### src/rtl/canaf_pkg.sv
package canaf_pkg;
   // bit positions of the packed identifier word
   localparam int unsigned IDE_POS   = 19;
   localparam int unsigned EXT_BITS  = 19;   // bits [18:0] are extension-only
   // register address map
   localparam int unsigned ADR_ENABLE = 0;
   localparam int unsigned ADR_STATUS = 1;
   localparam int unsigned ADR_FBASE  = 2;

   function automatic logic [31:0] ext_clear(input logic [31:0] m);
      return {m[31:EXT_BITS], {EXT_BITS{1'b0}}};
   endfunction
endpackage

### src/rtl/canaf_regs.sv
module canaf_regs
   import canaf_pkg::*;
#(
   parameter int unsigned NUM_FILT = 4,
   parameter int unsigned WORD_W   = 32,
   parameter int unsigned ADDR_W   = 4,
   parameter int unsigned BUSY_CYC = 2
) (
   input  logic              clk,
   input  logic              rst_n,
   input  logic              wr,
   input  logic [ADDR_W-1:0] addr,
   input  logic [WORD_W-1:0] wdata,
   output logic [WORD_W-1:0] rdata,
   output logic [NUM_FILT-1:0] en_o,
   output logic              busy_o,
   output logic [WORD_W-1:0] mask_o [NUM_FILT],
   output logic [WORD_W-1:0] ref_o  [NUM_FILT]
);
   localparam int unsigned CNT_W = $clog2(BUSY_CYC + 1);

   logic [NUM_FILT-1:0] en_q;
   logic [CNT_W-1:0]    cnt_q;
   logic                en_wr;

   assign en_wr  = wr && (addr == ADDR_W'(ADR_ENABLE));
   assign busy_o = (cnt_q != '0);
   assign en_o   = en_q;

   always_ff @(posedge clk or negedge rst_n) begin
      if (!rst_n) begin
         en_q  <= '0;
         cnt_q <= '0;
      end else begin
         if (en_wr) begin
            en_q  <= wdata[NUM_FILT-1:0];
            cnt_q <= CNT_W'(BUSY_CYC);
         end else if (cnt_q != '0) begin
            cnt_q <= cnt_q - 1'b1;
         end
      end
   end

   for (genvar i = 0; i < NUM_FILT; i++) begin : g_filt
      logic [WORD_W-1:0] m_q, r_q;
      logic              open_w;
      assign open_w = wr && !busy_o && !en_q[i];
      always_ff @(posedge clk or negedge rst_n) begin
         if (!rst_n) begin
            m_q <= '0;
            r_q <= '0;
         end else if (open_w) begin
            if (addr == ADDR_W'(ADR_FBASE + 2*i))     m_q <= wdata;
            if (addr == ADDR_W'(ADR_FBASE + 2*i + 1)) r_q <= wdata;
         end
      end
      assign mask_o[i] = m_q;
      assign ref_o[i]  = r_q;
   end

   always_comb begin
      rdata = '0;
      if (addr == ADDR_W'(ADR_ENABLE)) rdata = WORD_W'(en_q);
      if (addr == ADDR_W'(ADR_STATUS)) rdata = WORD_W'(busy_o);
      for (int i = 0; i < NUM_FILT; i++) begin
         if (addr == ADDR_W'(ADR_FBASE + 2*i))     rdata = mask_o[i];
         if (addr == ADDR_W'(ADR_FBASE + 2*i + 1)) rdata = ref_o[i];
      end
   end
endmodule

### src/rtl/canaf_cmp.sv
module canaf_cmp
   import canaf_pkg::*;
#(
   parameter int unsigned WORD_W = 32
) (
   input  logic              en,
   input  logic [WORD_W-1:0] id,
   input  logic [WORD_W-1:0] mask,
   input  logic [WORD_W-1:0] refv,
   output logic              hit
);
   logic [WORD_W-1:0] eff;
   logic              std_only;

   // standard frame, or filter not asking for an IDE compare: base fields only
   assign std_only = !id[IDE_POS] || !mask[IDE_POS];
   assign eff      = std_only ? ext_clear(mask) : mask;
   assign hit      = en && (((id ^ refv) & eff) == '0);
endmodule

### src/rtl/canaf_decide.sv
module canaf_decide #(
   parameter int unsigned NUM_FILT = 4,
   parameter int unsigned IDX_W    = 2
) (
   input  logic                clk,
   input  logic                rst_n,
   input  logic                vld,
   input  logic [NUM_FILT-1:0] en,
   input  logic [NUM_FILT-1:0] hit,
   output logic                dec_vld,
   output logic                dec_acc,
   output logic [IDX_W-1:0]    dec_idx
);
   logic [IDX_W-1:0] idx_w;
   logic             acc_w;

   always_comb begin
      idx_w = '0;
      for (int i = NUM_FILT - 1; i >= 0; i--) begin
         if (hit[i]) idx_w = IDX_W'(i);
      end
      acc_w = (en == '0) || (hit != '0);
   end

   always_ff @(posedge clk or negedge rst_n) begin
      if (!rst_n) begin
         dec_vld <= 1'b0;
         dec_acc <= 1'b0;
         dec_idx <= '0;
      end else begin
         dec_vld <= vld;
         if (vld) begin
            dec_acc <= acc_w;
            dec_idx <= idx_w;
         end
      end
   end
endmodule

### src/rtl/can_accept_filter_bank.sv
module can_accept_filter_bank #(
   parameter int unsigned NUM_FILT = 4,
   parameter int unsigned WORD_W   = 32,
   parameter int unsigned ADDR_W   = 4,
   parameter int unsigned BUSY_CYC = 2,
   localparam int unsigned IDX_W   = (NUM_FILT > 1) ? $clog2(NUM_FILT) : 1
) (
   input  logic              clk,
   input  logic              rst_n,
   input  logic              reg_wr,
   input  logic [ADDR_W-1:0] reg_addr,
   input  logic [WORD_W-1:0] reg_wdata,
   output logic [WORD_W-1:0] reg_rdata,
   output logic              busy_o,
   input  logic              frm_vld,
   input  logic [WORD_W-1:0] frm_id,
   output logic              dec_vld,
   output logic              dec_acc,
   output logic [IDX_W-1:0]  dec_idx
);
   if (WORD_W != 32) begin : g_bad_width
      $error("can_accept_filter_bank: identifier word must be 32 bits");
   end
   if (NUM_FILT < 1 || NUM_FILT > 32) begin : g_bad_count
      $error("can_accept_filter_bank: NUM_FILT out of range");
   end
   if (2 + 2*NUM_FILT > (1 << ADDR_W)) begin : g_bad_addr
      $error("can_accept_filter_bank: address space too small");
   end
   if (BUSY_CYC < 1) begin : g_bad_busy
      $error("can_accept_filter_bank: BUSY_CYC must be at least 1");
   end

   logic [NUM_FILT-1:0] en_w;
   logic [NUM_FILT-1:0] hit_w;
   logic [WORD_W-1:0]   mask_w [NUM_FILT];
   logic [WORD_W-1:0]   ref_w  [NUM_FILT];

   canaf_regs #(
      .NUM_FILT(NUM_FILT), .WORD_W(WORD_W), .ADDR_W(ADDR_W), .BUSY_CYC(BUSY_CYC)
   ) u_regs (
      .clk(clk), .rst_n(rst_n), .wr(reg_wr), .addr(reg_addr), .wdata(reg_wdata),
      .rdata(reg_rdata), .en_o(en_w), .busy_o(busy_o), .mask_o(mask_w), .ref_o(ref_w)
   );

   for (genvar i = 0; i < NUM_FILT; i++) begin : g_cmp
      canaf_cmp #(.WORD_W(WORD_W)) u_cmp (
         .en(en_w[i]), .id(frm_id), .mask(mask_w[i]), .refv(ref_w[i]), .hit(hit_w[i])
      );
   end

   canaf_decide #(.NUM_FILT(NUM_FILT), .IDX_W(IDX_W)) u_dec (
      .clk(clk), .rst_n(rst_n), .vld(frm_vld), .en(en_w), .hit(hit_w),
      .dec_vld(dec_vld), .dec_acc(dec_acc), .dec_idx(dec_idx)
   );
endmodule

### config.mk
export PLATFORM = sky130hd
export DESIGN_NAME = can_accept_filter_bank
export DESIGN_NICKNAME = d
export VERILOG_FILES = /design/src/rtl/canaf_pkg.sv /design/src/rtl/canaf_regs.sv /design/src/rtl/canaf_cmp.sv /design/src/rtl/canaf_decide.sv /design/src/rtl/can_accept_filter_bank.sv
export SDC_FILE = /design/constraint.sdc
export NUM_CORES = 1
export LEC_CHECK = 0
export CAP_MARGIN = 15
export CORE_MARGIN = 2
export CORE_UTILIZATION = 50
export DETAILED_ROUTE_END_ITERATION = 6
export PLACE_DENSITY = 0.7
export SLEW_MARGIN = 10
export SYNTH_ARGS = -nofsm -noshare
export SYNTH_HDL_FRONTEND = slang
export SYNTH_SLANG_ARGS = --single-unit
### constraint.sdc
create_clock -name clk -period 2.68 [get_ports clk]
set_input_delay 0.536 -clock clk [delete_from_list [all_inputs] [get_ports clk]]
set_output_delay 0.536 -clock clk [all_outputs]
set_load 0.02 [all_outputs]
Word-level counts from Yosys, hierarchy flattened
Index checks and enable logic that the tools add are counted.
- output and inout port bits: 37
- input bits: 72
- register bits after elaboration: 266
- add/sub/neg operators: 1
- multiplexer cells: 20
- bitwise gates (word level): 8
- eq/ne operators: 9
- reductions and logical operators: 42
- operator list (operator ; count):
    32-bit 2-to-1 mux ; 8
    32-bit bitwise AND ; 4
    32-bit logical NOT ; 4
    32-bit bitwise XOR ; 4
    19-bit 2-to-1 mux ; 4
    4-bit by 3-bit equality test with 1-bit output (second input constant) ; 4
    2-bit AND reduction ; 8
    2-bit 2-to-1 mux ; 6
    1-bit logical AND ; 10
    1-bit logical NOT ; 10
    4-bit by 2-bit equality test with 1-bit output (second input constant) ; 2
    4-bit equality test (second input constant) ; 2
    4-bit logical NOT ; 2
    4-bit 2-to-1 mux ; 2
    1-bit logical OR ; 5
    4-bit by 1-bit equality test with 1-bit output (second input constant) ; 1
    2-bit nonzero test ; 2
    4-bit nonzero test ; 1
    2-bit by 1-bit subtractor with 2-bit output (second input constant) ; 1

Longest topological paths before layout
- depth in word-level cells: 11
- gate-level depth with buffers: 8
- mapped depth without buffers: 7

Cells and area by module
Synthesis repeated with hierarchy kept, for this count alone.
- cell total of the unflattened synthesis: 1138
- area total of the unflattened synthesis: 14261.2 µm²
- modules (own cells, without submodules) (module ; cells each ; instances ; area an instance (µm²)):
    canaf_regs ; 898 ; 1 ; 12220.5
    canaf_cmp ; 56 ; 4 ; 467.9
    canaf_decide ; 16 ; 1 ; 168.9

Least setup slack after synthesis
OpenSTA, ideal clock, no wires.
- kind: input -> output
- from: input reg_addr[2]
- to: output reg_rdata[14]
- stages on the path: 7
- data arrival time: 2.050 ns
- data required time: 2.144 ns
- slack: 0.094 ns
- path buffers: 3
- cell sequence: buf_2 nor2b_2 and3_1 buf_2 buf_2 a211oi_1 o21ai_0
- cells in the longest elaborated chain, start to end: 9
- elaborated cells between the ends (all ways): 16
- classes of those cells: 8 x eq/ne; 8 x mux
- RTL lines (item ; RTL line ; RTL):
    from (decl) ; can_accept_filter_bank.sv:11 ; input logic [ADDR_W-1:0] reg_addr,
    4-bit by 2-bit equality test with 1-bit output ; canaf_regs.sv:66 ; if (addr == ADDR_W'(ADR_FBASE + 2*i)) rdata = mask_o[i];
    32-bit 2-to-1 mux ; canaf_regs.sv:66 ;
    32-bit 2-to-1 mux ; canaf_regs.sv:67 ; if (addr == ADDR_W'(ADR_FBASE + 2*i + 1)) rdata = ref_o[i];
    32-bit 2-to-1 mux ; canaf_regs.sv:66 ;
    32-bit 2-to-1 mux ; canaf_regs.sv:67 ;
    32-bit 2-to-1 mux ; canaf_regs.sv:66 ;
    32-bit 2-to-1 mux ; canaf_regs.sv:67 ;
    32-bit 2-to-1 mux ; canaf_regs.sv:66 ;
    32-bit 2-to-1 mux (*) ; canaf_regs.sv:67 ;
    to (decl) ; can_accept_filter_bank.sv:13 ; output logic [WORD_W-1:0] reg_rdata,
Every way passes the cells marked *; elsewhere a longest branch is shown, timed or not.

Worst setup path in the final report
- from: input reg_addr[0]
- to: output reg_rdata[30]
The elaborated chain is that of the path after synthesis.

==> impl_metrics.ini <==
[die]
io_pins = 109
start_util_pct = 50.5
row_count = 60
die_w_um = 168
die_area_sq_um = 28300
die_y_um = 168
core_sq_um = 26700

[placement]
globalplace.congestion = 0.919
dpl.hpwl_um = 30200
dp_cells = 1591
io_buffers = 108
pre_cts_ws_ns = -0.991

[synthesis]
synth-main-ff-cell = dfrtp_1
synth_seq_cells = 266
yosysTopAreaCellShare_pct = 49.3
yosysWarnings = 0
synth_edf_count = 0
avgSynthCellArea_sq_um = 12.7
ys_async_sr_fraction_pct = 100
synth_area_leaders = dfrtp_1, mux2_2, xor2_1, a22oi_1, a222oi_1
synthesis.instances = 1067
yosys.area.top_type = dfrtp_1
netlist_area_sq_um = 13500
syn_nets = 1140
ys_seq_area_share_pct = 49.3
yosysUniqueCellTypes = 47

[timing]
rsz0062_at_grt = true
finalSetupViolCount = 1
fmax_ghz = 0.373
period_needed_ns = 2.68
slew_headroom_pct = 66.2
timing.final.crit_share_pct = 100
worst_clock_skew_ns = 0.0187
worstMarginPinSlew_ns = 0.507
finalMaxSlewViolations = 0
hold_viol = 0
fin_tns_setup_ns = -0.00431
post-route-worst-setup-slack_ns = -0.00431

[setup_path]
start_kind = primary input
crit_buf_inv = 5
slowest_delay_ns = 0.28
cp_data_arrival_time_ns = 2.15
critPathKind = in -> out
crit_path_frequent_cell = buf_4
cp_top_family = buffers and inverters
cp.required_ns = 2.14
critPathSlowestCell = nor3_4
rrSetupSlack_ns = 0.57
crit_chain = buf_12, buf_4, buf_4, nor3_4, buf_4, a22oi_1, a31oi_1, a221o_1, buf_6
critPathMaxFanout = 9
critPathCaptureType = output pin

[routing]
avgViaCountPerCell = 6.20
first_pass_iters = 5
wl_per_cell_um = 26.0
drt_first_iter_violations = 986
routed_wl_um = 43100
vias = 10300
drc = 0
ant_nets = 0

[global_route]
grt_remaining_overflow = 0
grt_max_degree = 68
grt_pass1_wl_um = 65700
grt_pass1_vias = 10700
grt.total_usage_pct = 30.6
antenna_found_initial = 0

[cells_and_area]
final_cells = 1660
utilization_pct = 64.5
antenna_cells = 0
final_cell_mix = mux2_2, dfrtp_1, xor2_1, buf_4, a22oi_1
fillerInstances = 2103
layout_commonest_cell = mux2_2
syn_to_final_growth_pct = 27.6
drive_gt1_share_pct = 41.5
nets = 1372

[min_path]
worst_hold_path_type = in -> reg

[outcome]
outcome = finished, violations left
violations = setup timing

[flow_run]
cap_viol_max_count = 0

[clock_network]
root_buffer = clkbuf_16
htreeDepth = 1
clock_latency_ns = 0.55
cts_sinks = 266
cts_buffer_depth = 3
cts_buffers = 28
cts.clk_slew.worst_paths_ns = 0.06
cts_tree = done

[power_and_ir_drop]
p_leak_uw = 0.00819
peakVddDrop_mv = 0.650
power.density_nw_per_um2 = 869
## cells by family after synthesis
kind of cell,synth area share (%)
and+or+nand+nor,4.87
DFF,49.3
AOI/OAI and AO/OA,11.6
xor gates and xnor gates,8.11
buffers and inverters,2.32
muxes,23.7
adders and majority gates,0.0927
## path summary, 6_finish.rpt
check	end	from	depth (start not counted)
hold / removal	u_regs.cnt_q[0]	reg_addr[0]	4
min in group asynchronous	u_regs.g_filt[0].r_q[15]	rst_n	2
setup reg to reg	u_regs.g_filt[2].m_q[12]	u_regs.cnt_q[0]	8
hold reg to reg	u_regs.g_filt[3].m_q[29]	u_regs.g_filt[3].m_q[29]	1
max in group asynchronous	u_regs.g_filt[2].m_q[22]	rst_n	3
setup / recovery	reg_rdata[30]	reg_addr[0]	9
## cells in the mapped netlist (3+ instances only)
cell type	count
nor3_2	4
mux2_1	14
buf_2	19
a22o_1	9
buf_4	16
a211oi_1	3
a31oi_1	7
mux2_2	268
nand2_1	33
nor3_1	6
nand3_1	19
nor2b_1	3
and2_1	4
o21ai_0	24
a221o_1	15
buf_1	3
a222oi_1	18
a21oi_1	12
nand2b_1	3
inv_1	5
nor2_1	27
a221oi_1	8
dfrtp_1	266
nand4_1	11
a22oi_1	100
xor2_1	125
clkbuf_1	18
## power by group
part / leakage [uW] / switching, uW / internal [uW]
logic: 0.00415 / 1940 / 2300
clock network: 0.000478 / 1630 / 2360
registers: 0.00356 / 1320 / 5400
total: 0.00819 / 4900 / 10100
## worst register-to-register path, stage by stage, from the launching register on
cell,delay (ns)
dfrtp_1,0.37
inv_1,0.06
ha_1,0.19
buf_4,0.13
nand2_1,0.05
buf_4,0.22
nor4_4,0.28
buf_4,0.32
mux2_2,0.37
## final cells by class
| class | count | area (sq um) | area share [%] |
|---|---|---|---|
| Tap cell | 341 | 427 | 2.48 |
| Clock inverter | 7 | 60.1 | 0.349 |
| Inverter | 5 | 18.8 | 0.109 |
| Timing Repair Buffer | 258 | 2410 | 14.0 |
| Sequential cell | 266 | 6660 | 38.6 |
| Multi-Input combinational cell | 740 | 6770 | 39.3 |
| Clock buffer | 43 | 888 | 5.16 |
## per-stage QoR
stage | area [sq um] | hold slack [ns] | power [uW]
detailed placement | 15900 | 0.511 | 10900
global route | 17200 | 0.541 | 15700
finish | 17200 | 0.508 | 15000
global placement | 15900 | 0.493 | 10700
CTS | 17000 | 0.508 | 14900
floorplan | 13500 | 0.240 | 9000
## registers in the layout, indices dropped and copies added (netlist names)
name / cells
u_dec.dec_vld: 1
u_regs.g_filt.m_q: 128
u_dec.dec_acc: 1
u_regs.en_o: 4
u_regs.g_filt.r_q: 128
u_dec.dec_idx: 2
u_regs.cnt_q: 2
## repair_timing
| item | 4_1_cts | 5_1_grt |
|---|---|---|
| buffers inserted | 2 | 13 |
| gates cloned | 2 | 1 |
| setup endpoints to repair | 32 | 30 |
| gates resized for setup | 202 | 36 |
| hold endpoints to repair | 54 | 0 |
| pin swaps | 23 | 17 |
| hold buffers | 1 | 0 |
## metal layers
| layer | vias up | track usage [%] | part of all wire (%) |
|---|---|---|---|
| met5 | - | 0 | 0 |
| met4 | 0 | 13.7 | 4.7 |
| met3 | 116 | 4.37 | 6.6 |
| met2 | 408 | 50.2 | 47 |
| met1 | 5276 | 40.8 | 41 |
| li1 | 4488 | - | - |
Note: power is estimated with default switching activity, not from simulation.
